==> src/rtl/lwft_pkg.sv <==
package lwft_pkg;

  typedef enum logic [1:0] {
    OP_DESEL = 2'd0,
    OP_READ  = 2'd1,
    OP_WRITE = 2'd2
  } op_e;

  // Low two address bits of a burst beat: XOR for interleaved, modulo-4 sum for linear.
  function automatic logic [1:0] beat_lsb(input logic [1:0] start,
                                          input logic [1:0] beat,
                                          input logic       ilv);
    logic [1:0] r;
    if (ilv) r = start ^ beat;
    else     r = start + beat;
    return r;
  endfunction

  // All three chip selects active.
  function automatic logic chips_on(input logic s0_n, input logic s1, input logic s2_n);
    return (!s0_n) && s1 && (!s2_n);
  endfunction

endpackage

==> src/rtl/lwft_burst_addr.sv <==
module lwft_burst_addr
  import lwft_pkg::*;
#(
  parameter int AW = 6
) (
  input  logic          clk,
  input  logic          rst_n,
  input  logic          en,
  input  logic          load,
  input  logic [AW-1:0] start_addr,
  input  logic          ilv_in,
  output logic [AW-1:0] beat_addr
);

  localparam int UW = AW - 2;

  logic [AW-1:0] base_q;
  logic [1:0]    cnt_q;
  logic          ilv_q;
  logic          step_evt;
  logic          wrap_evt;

  assign step_evt = en && !load;
  assign wrap_evt = step_evt && (cnt_q == 2'd3);

  always_ff @(posedge clk or negedge rst_n) begin
    if (!rst_n) begin
      base_q <= '0;
      cnt_q  <= 2'd0;
      ilv_q  <= 1'b0;
    end else if (en) begin
      if (load) begin
        base_q <= start_addr;
        cnt_q  <= 2'd0;
        ilv_q  <= ilv_in;
      end else begin
        cnt_q  <= cnt_q + 2'd1;
      end
    end
  end

  logic [UW-1:0] upper;
  assign upper     = base_q[AW-1:2];
  assign beat_addr = {upper, beat_lsb(base_q[1:0], cnt_q, ilv_q)};

  AST_ADDR_FROZEN: assert property (@(posedge clk) disable iff (!rst_n)
    !en |=> $stable(beat_addr));
  AST_UPPER_KEPT: assert property (@(posedge clk) disable iff (!rst_n)
    step_evt |=> beat_addr[AW-1:2] == $past(beat_addr[AW-1:2]));
  AST_BURST_WRAP: assert property (@(posedge clk) disable iff (!rst_n)
    wrap_evt |=> beat_addr[1:0] == base_q[1:0]);
  AST_LOAD_START: assert property (@(posedge clk) disable iff (!rst_n)
    (en && load) |=> beat_addr == $past(start_addr));

endmodule

==> src/rtl/lwft_cmd_ctl.sv <==
module lwft_cmd_ctl
  import lwft_pkg::*;
#(
  parameter int NB = 4
) (
  input  logic          clk,
  input  logic          rst_n,
  input  logic          en,
  input  logic          load,
  input  logic          cs_ok,
  input  logic          rd_wr_n,
  input  logic [NB-1:0] bwe_n,
  output op_e           op,
  output logic [NB-1:0] bwe_q
);

  op_e op_q;

  always_ff @(posedge clk or negedge rst_n) begin
    if (!rst_n) begin
      op_q  <= OP_DESEL;
      bwe_q <= '1;
    end else if (en) begin
      bwe_q <= bwe_n;
      if (load) begin
        if (!cs_ok)       op_q <= OP_DESEL;
        else if (rd_wr_n) op_q <= OP_READ;
        else              op_q <= OP_WRITE;
      end
    end
  end

  assign op = op_q;

  AST_DESEL_STICKS: assert property (@(posedge clk) disable iff (!rst_n)
    (en && !load && op_q == OP_DESEL) |=> op_q == OP_DESEL);
  AST_OP_FROZEN: assert property (@(posedge clk) disable iff (!rst_n)
    !en |=> $stable(op_q) && $stable(bwe_q));
  AST_ADV_KEEPS_OP: assert property (@(posedge clk) disable iff (!rst_n)
    (en && !load) |=> op_q == $past(op_q));

endmodule

==> src/rtl/lwft_mem_array.sv <==
module lwft_mem_array #(
  parameter int AW = 6,
  parameter int NB = 4
) (
  input  logic            clk,
  input  logic [NB-1:0]   lane_we,
  input  logic [AW-1:0]   waddr,
  input  logic [8*NB-1:0] wdata,
  input  logic [AW-1:0]   raddr,
  output logic [8*NB-1:0] rdata
);

  localparam int DEPTH = 1 << AW;

  for (genvar g = 0; g < NB; g++) begin : g_lane
    logic [7:0] store [DEPTH];
    always_ff @(posedge clk) begin
      if (lane_we[g]) store[waddr] <= wdata[8*g +: 8];
    end
    assign rdata[8*g +: 8] = store[raddr];
  end

endmodule

==> src/rtl/lwft_sram.sv <==
module lwft_sram
  import lwft_pkg::*;
#(
  parameter int AW = 6,
  parameter int NB = 4
) (
  input  logic            clk,
  input  logic            rst_n,
  input  logic            cen_n,
  input  logic            cs0_n,
  input  logic            cs1,
  input  logic            cs2_n,
  input  logic            adv,
  input  logic            rd_wr_n,
  input  logic [NB-1:0]   bwe_n,
  input  logic [AW-1:0]   addr,
  input  logic            ilv,
  input  logic [8*NB-1:0] wdata,
  input  logic            out_en,
  output logic [8*NB-1:0] rdata,
  output logic            rvalid
);

  localparam int DW = 8 * NB;

  logic          en;
  logic          load;
  logic          cs_ok;
  op_e           op;
  logic [NB-1:0] bwe_q;
  logic [AW-1:0] beat_addr;
  logic          commit_evt;
  logic [NB-1:0] lane_we;
  logic [DW-1:0] array_q;

  assign en    = !cen_n;
  assign load  = !adv;
  assign cs_ok = chips_on(cs0_n, cs1, cs2_n);

  lwft_burst_addr #(.AW(AW)) u_addr (
    .clk        (clk),
    .rst_n      (rst_n),
    .en         (en),
    .load       (load),
    .start_addr (addr),
    .ilv_in     (ilv),
    .beat_addr  (beat_addr)
  );

  lwft_cmd_ctl #(.NB(NB)) u_cmd (
    .clk     (clk),
    .rst_n   (rst_n),
    .en      (en),
    .load    (load),
    .cs_ok   (cs_ok),
    .rd_wr_n (rd_wr_n),
    .bwe_n   (bwe_n),
    .op      (op),
    .bwe_q   (bwe_q)
  );

  // The registered write beat takes its data on the next enabled edge,
  // before the combinational read path sees the array.
  assign commit_evt = en && rst_n && (op == OP_WRITE);
  assign lane_we    = commit_evt ? ~bwe_q : '0;

  lwft_mem_array #(.AW(AW), .NB(NB)) u_mem (
    .clk     (clk),
    .lane_we (lane_we),
    .waddr   (beat_addr),
    .wdata   (wdata),
    .raddr   (beat_addr),
    .rdata   (array_q)
  );

  assign rvalid = (op == OP_READ) && out_en;
  assign rdata  = rvalid ? array_q : '0;

  AST_WRITE_NO_OUT: assert property (@(posedge clk) disable iff (!rst_n)
    (op == OP_WRITE) |-> !rvalid);
  AST_DESEL_NO_OUT: assert property (@(posedge clk) disable iff (!rst_n)
    (op == OP_DESEL) |-> !rvalid && lane_we == '0);
  AST_STALL_HOLDS_OUT: assert property (@(posedge clk) disable iff (!rst_n)
    (cen_n && rvalid) |=> (rvalid || !out_en));
  AST_NO_WRITE_IN_STALL: assert property (@(posedge clk) disable iff (!rst_n)
    cen_n |-> lane_we == '0);
  AST_QUIET_DATA: assert property (@(posedge clk) disable iff (!rst_n)
    !rvalid |-> rdata == '0);

endmodule

==> config.mk <==
export PLATFORM = sky130hd
export DESIGN_NAME = lwft_sram
export DESIGN_NICKNAME = d
export VERILOG_FILES = /design/src/rtl/lwft_pkg.sv /design/src/rtl/lwft_burst_addr.sv /design/src/rtl/lwft_cmd_ctl.sv /design/src/rtl/lwft_mem_array.sv /design/src/rtl/lwft_sram.sv
export SDC_FILE = /design/constraint.sdc
export NUM_CORES = 2
export LEC_CHECK = 0
export BUFFER_PORTS_ARGS = -buffer_cell sky130_fd_sc_hd__buf_2
export CAP_MARGIN = 20
export CORE_ASPECT_RATIO = 1.75
export CORE_MARGIN = 4
export CORE_UTILIZATION = 47
export CTS_CLUSTER_DIAMETER = 80
export CTS_CLUSTER_SIZE = 30
export DETAILED_ROUTE_END_ITERATION = 12
export SYNTH_ARGS = -nofsm -noshare
export SYNTH_HDL_FRONTEND = slang
export SYNTH_SLANG_ARGS = --single-unit
==> constraint.sdc <==
create_clock -name clk -period 8.77 [get_ports clk]
set_input_delay 0 -clock clk [delete_from_list [all_inputs] [get_ports clk]]
set_output_delay 0 -clock clk [all_outputs]
set_load 0.005 [all_outputs]
## After elaboration in Yosys (flattened, before gate mapping)

Memory sizes are Yosys's and may differ from the RTL's.
Cells that the tools add are included.

| cells by class | value |
|---|---|
| $add $sub $neg | 2 |
| eq/ne operators | 2 |
| mux-type cells | 14 |
| bitwise operators | 4 |
| reductions and logical operators | 9 |

Operators with widths:

| operator | number |
|---|---|
| 32-bit 2-to-1 mux | 1 |
| 1-bit 2-to-1 mux | 8 |
| 2-bit 2-to-1 mux | 4 |
| 1-bit logical AND | 5 |
| 4-bit 2-to-1 mux | 1 |
| 4-bit inverter | 1 |
| 1-bit zero test | 3 |
| 2-bit by 1-bit adder with 2-bit output, second input constant | 1 |
| 2-bit adder | 1 |
| 2-bit by 1-bit == test with 1-bit output, second input constant | 1 |
| 2-bit == test, second input constant | 1 |
| 1-bit inverter | 2 |
| 2-bit AND reduction | 1 |
| 2-bit XOR | 1 |

| word-level totals | value |
|---|---|
| register bits after elaboration | 15 |
| memory bits (writable) | 2048 |
| input bits | 52 |
| output and inout bits | 33 |
| word-level logic and storage cells | 40 |
| memories | 4 |

Memories:

| name | words | bits a word | rd ports | clocked after memory_dff | wr ports | RTL line | RTL |
|---|---|---|---|---|---|---|---|
| u_mem.g_lane[0].store | 64 | 8 | 1 | 0 | 1 | lwft_mem_array.sv:16 | `logic [7:0] store [DEPTH];` |
| u_mem.g_lane[1].store | 64 | 8 | 1 | 0 | 1 | lwft_mem_array.sv:16 |  |
| u_mem.g_lane[2].store | 64 | 8 | 1 | 0 | 1 | lwft_mem_array.sv:16 |  |
| u_mem.g_lane[3].store | 64 | 8 | 1 | 0 | 1 | lwft_mem_array.sv:16 |  |

## Logic depth before layout (Yosys ltp)

| depth | value |
|---|---|
| depth in word-level cells | 6 |
| mapped depth | 13 |
| gate-level depth less buffers | 8 |

## Hierarchy

From an unflattened synthesis, not the netlist that was laid out.

| second synthesis, totals | value |
|---|---|
| cells, all modules | 3758 |
| area, all modules | 80624.8 sq um |

Modules (own cells, without submodules):

| module | times used | cells an instance | area an instance (sq um) | sequential area each (sq um) |
|---|---|---|---|---|
| lwft_mem_array | 1 | 3668 | 79690.2 | 61499.0 |
| lwft_burst_addr | 1 | 31 | 422.9 | 225.2 |
| lwft_sram | 1 | 44 | 265.3 | 0.0 |
| lwft_cmd_ctl | 1 | 15 | 246.5 | 155.1 |

## Worst setup path after synthesis

No wires, ideal clock.

| timing path | value |
|---|---|
| path kind | register -> register |
| start | register u_addr.cnt_q[0] |
| end | memory u_mem.g_lane[1].store[3][0], enable pin |
| setup time | 0.371 ns |
| data arrival time | 2.507 ns |
| required time | 8.399 ns |
| slack | 5.892 ns |
| stages on the path, launching flop included | 11 |
| path buffers | 5 |
| clock period less this slack | 2.878 ns |
| path through | dfrtp_1 ha_1 and2b_1 xnor2_4 buf_4 buf_2 buf_2 buf_2 nand2_1 clkbuf_1 nor2_1 |

| on the way | value |
|---|---|
| longest elaborated chain between the ends | 2 |
| elaborated cells between the ends (all ways) | 3 |
| classes of those cells | add/sub (1); mux (1); bitwise (1) |

Ends and longest elaborated chain:

| what | RTL line | RTL |
|---|---|---|
| from (decl) | lwft_burst_addr.sv:18 | `logic [1:0] cnt_q;` |
| from (signal assigned) | lwft_burst_addr.sv:37 | `cnt_q <= cnt_q + 2'd1;` |
| 2-bit adder or 2-bit XOR (tied branches) | lwft_pkg.sv:15, lwft_pkg.sv:14 |  |
| 2-bit 2-to-1 mux * | lwft_pkg.sv:14 | `if (ilv) r = start ^ beat;` |
| to (decl) | lwft_mem_array.sv:16 |  |

Every way passes the cells marked *; elsewhere a longest branch is shown, timed or not.

## Final worst setup path

| timing path | value |
|---|---|
| start | register u_addr.cnt_q[0] |
| end | output port rdata[23] |

| on the way | value |
|---|---|
| longest elaborated chain between the ends | 4 |
| elaborated cells between the ends (all ways) | 5 |
| classes of those cells | add/sub (1); mux (2); bitwise (1); memory (1) |

Ends and longest elaborated chain:

| what | RTL line | RTL |
|---|---|---|
| 2-bit adder or 2-bit XOR (tied branches) | lwft_pkg.sv:15, lwft_pkg.sv:14 |  |
| 2-bit 2-to-1 mux * | lwft_pkg.sv:14 |  |
| memory read 64 x 8 bit * | -- |  |
| 32-bit 2-to-1 mux * | lwft_sram.sv:77 | `assign rdata = rvalid ? array_q : '0;` |
| to (decl) | lwft_sram.sv:20 | `output logic [8*NB-1:0] rdata,` |

Marked as above.

==> metrics.yaml <==
timing:
  drv_slew: 0
  max_slew_margin: 0.217
  tightestPinTransition_ps: 1170
  setup_viol: 0
  finalCriticalPeriod_ps: 5710
  clock_skew_ps: 31.3
  fmax_mhz: 175
  period_share: 0.651
  rsz0062_at_grt: "false"
  fin_setup_tns_ps: 0
  hold_viol: 0
route:
  firstDrtPassIters: 5
  drc: 0
  ant_nets: 0
  num_vias: 42583
  drtIter0Drc: 5170
  wl_um: 221000
  via_per_inst: 6.25
  detail_route.wl_per_cell_um: 32.4
yosys:
  synthArstFlopShare: 0.00727
  ys_warn_count: 0
  synthDominantCellAreaShare: 0.770
  syn-num-nets: 4558
  synth_edf_count: 2048
  yosysSeqAreaShare: 0.774
  syn_area_sq_um: 79900
  synthCells: 4505
  synth_top_cells_by_area: "edfxtp_1, mux4_2, nand2_1, mux2i_1, nor2_1"
  synthTopCellsByCount: "edfxtp_1, nand2_1, nor2_1"
  avgSynthCellArea_sq_um: 17.7
  ys_types: 60
  synth_top_area_cell: "edfxtp_1"
  yosysMostFrequentCell: "edfxtp_1"
  synth_seq_cells: 2063
  yosys_most_used_dff: "edfxtp_1"
global_route:
  grt_antenna_before_repair: 12
  grt_pass1_vias: 42289
  grtUsageTotal: 0.245
  overflow: 0
  grt_max_degree: 165
  grt_pass1_wl_um: 313000
place:
  io_buffers: 84
  dp.cells: 6643
  hpwl_um: 139000
  place.gp.congestion: 0.871
  placed_area_sq_um: 82800
critical_path:
  critical_path_arrival_ps: 5710
  critPathRequiredTime_ps: 8770
  crit_path_end_kind: "output pin"
  start_kind: "register"
  path_max_fanout: 100
  path_class: "reg2out"
  rr_worst_depth: 7
floorplan:
  rows: 200
  coreArea_sq_um: 169000
  ios: 85
  start_util: 0.472
  fp.dieW_um: 320
  die_area_sq_um: 177000
  fp.dieH_um: 553
pwr:
  p_per_area_nw_per_um2: 223
  p_int_mw: 13.8
  comb_power_share: 0.190
  p_sw_frac: 0.279
  switching_power_mw: 5.33
  ir_drop_mv: 0.182
  total_power_mw: 19.1
  pwr-share-seq: 0.568
  power_leakage_nw: 26.4
  p_clk_frac: 0.242
hold_path:
  hold_path_class: "in2reg"
  min_path_cells: 5
clock_tree:
  htree_levels: 3
  clock_path_buffers: 3
  cts.repair_timing.setup_buffer_count: 0
  clk_latency_ps: 730
  root_buffer: "clkbuf_16"
  cts_buffers: 79
  clock_sinks: 2063
  path_clk_slew_ps: 110
  tritoncts: "done"
cells_and_area:
  fill_cells: 13684
  fin_area_sq_um: 85700
  nets: 4625
  syn_to_final_growth_pct: 7.25
  drive_above_1_share: 0.133
  finalNonFillerCells: 6817
job:
  maxCapViolCount: 0
status:
  status: "completed"
==> layer usage <==
metal / track usage / vias to the layer above / share of wire
li1: - / 17945 / -
met1: 0.309 / 22424 / 0.37
met2: 0.424 / 1833 / 0.51
met3: 0.0278 / 381 / 0.062
met4: 0.117 / 0 / 0.055
met5: 0 / - / 0
==> path summary, 6_finish.rpt <==
kind	from	end	slack (ps)
setup / recovery	u_addr.cnt_q[0]$_DFFE_PN0N_	rdata[23]	3060
hold / removal	cs0_n	u_cmd.op[1]$_DFFE_PN0P_	130
setup reg to reg	u_addr.cnt_q[0]$_DFFE_PN0N_	u_mem.g_lane[1].store[52][3]$_DFFE_PP_	4000
hold reg to reg	u_addr.cnt_q[0]$_DFFE_PN0N_	u_addr.cnt_q[0]$_DFFE_PN0N_	640
max in group asynchronous	rst_n	u_addr.base_q[2]$_DFFE_PN0P_	7830
min in group asynchronous	rst_n	u_addr.cnt_q[0]$_DFFE_PN0N_	410
==> final cells by class <==
class	count	area [sq um]	share of cell area
Clock buffer	91	2110	0.0246
Tap cell	2222	2780	0.0324
Sequential cell	2063	61900	0.722
Inverter	2	7.51	0.0000876
Clock inverter	7	72.6	0.000847
Timing Repair Buffer	259	2020	0.0236
Multi-Input combinational cell	2167	16800	0.196
Antenna cell	6	15.0	0.000175
==> stage by stage <==
stage | hold WS (ps) | setup slack [ps] | utilization
floorplan | -296 | 5890 | -
global placement | -74.1 | 3640 | 0.489
detailed placement | -68.7 | 3670 | 0.489
CTS | 80.7 | 2880 | 0.505
global route | 154 | 2760 | 0.506
finish | 130 | 3060 | 0.506
==> cell usage in the layout (no fill, tap or decap), drive strengths merged, types with 15 or more instances in the layout <==
master,count
mux2i,157
mux4,270
o221ai,64
o22ai,60
buf,194
a2111oi,22
nand4,31
a221oi,18
o2111ai,15
a21oi,68
dlygate4sd3,65
and3,38
a211oi,45
o21ai,50
and2,20
nand2,477
nor2,394
edfxtp,2048
a31oi,57
nand3,156
a22oi,33
nor2b,37
a32oi,18
nor3,30
clkbuf,91
==> critical path: stages, from the launching register on <==
cell	delay [ps]
dfrtp_1	450
ha_4	760
buf_12	660
or2_2	370
buf_4	530
o22ai_1	170
a21oi_1	150
mux2i_1	80
a22oi_1	310
o2111ai_1	180
nor3_1	960
buf_2	270
==> power by group through the flow <==
stage	clock network [mW]	registers (mW)	logic (mW)
floorplan	0	11.1	2.29
global placement	0	11.1	3.60
detailed placement	0	11.1	3.61
CTS	4.69	10.9	3.65
global route	5.04	10.9	3.83
finish	4.62	10.9	3.64
==> logic make-up after synthesis <==
group / share of synthesized area
xor+xnor: 0.000892
mux: 0.0977
buf+inv: 0.0167
compound gates: 0.0436
flops: 0.774
simple gates: 0.0666
fa+ha+maj: 0.000157
==> repair_timing <==
action                                 in CTS  in global routing
gates resized for setup                     0                  0
hold buffers                               63                  2
endpoints found under the hold margin    1770                 86
==> state kept, by name, summed over array words and instances, names as in the netlist <==
signal,flops
u_addr.cnt_q,2
u_cmd.bwe_q,4
u_addr.base_q,6
u_mem.g_lane.store,2048
u_addr.ilv_q,1
u_cmd.op,2
Power figures use the tool's default switching activity.
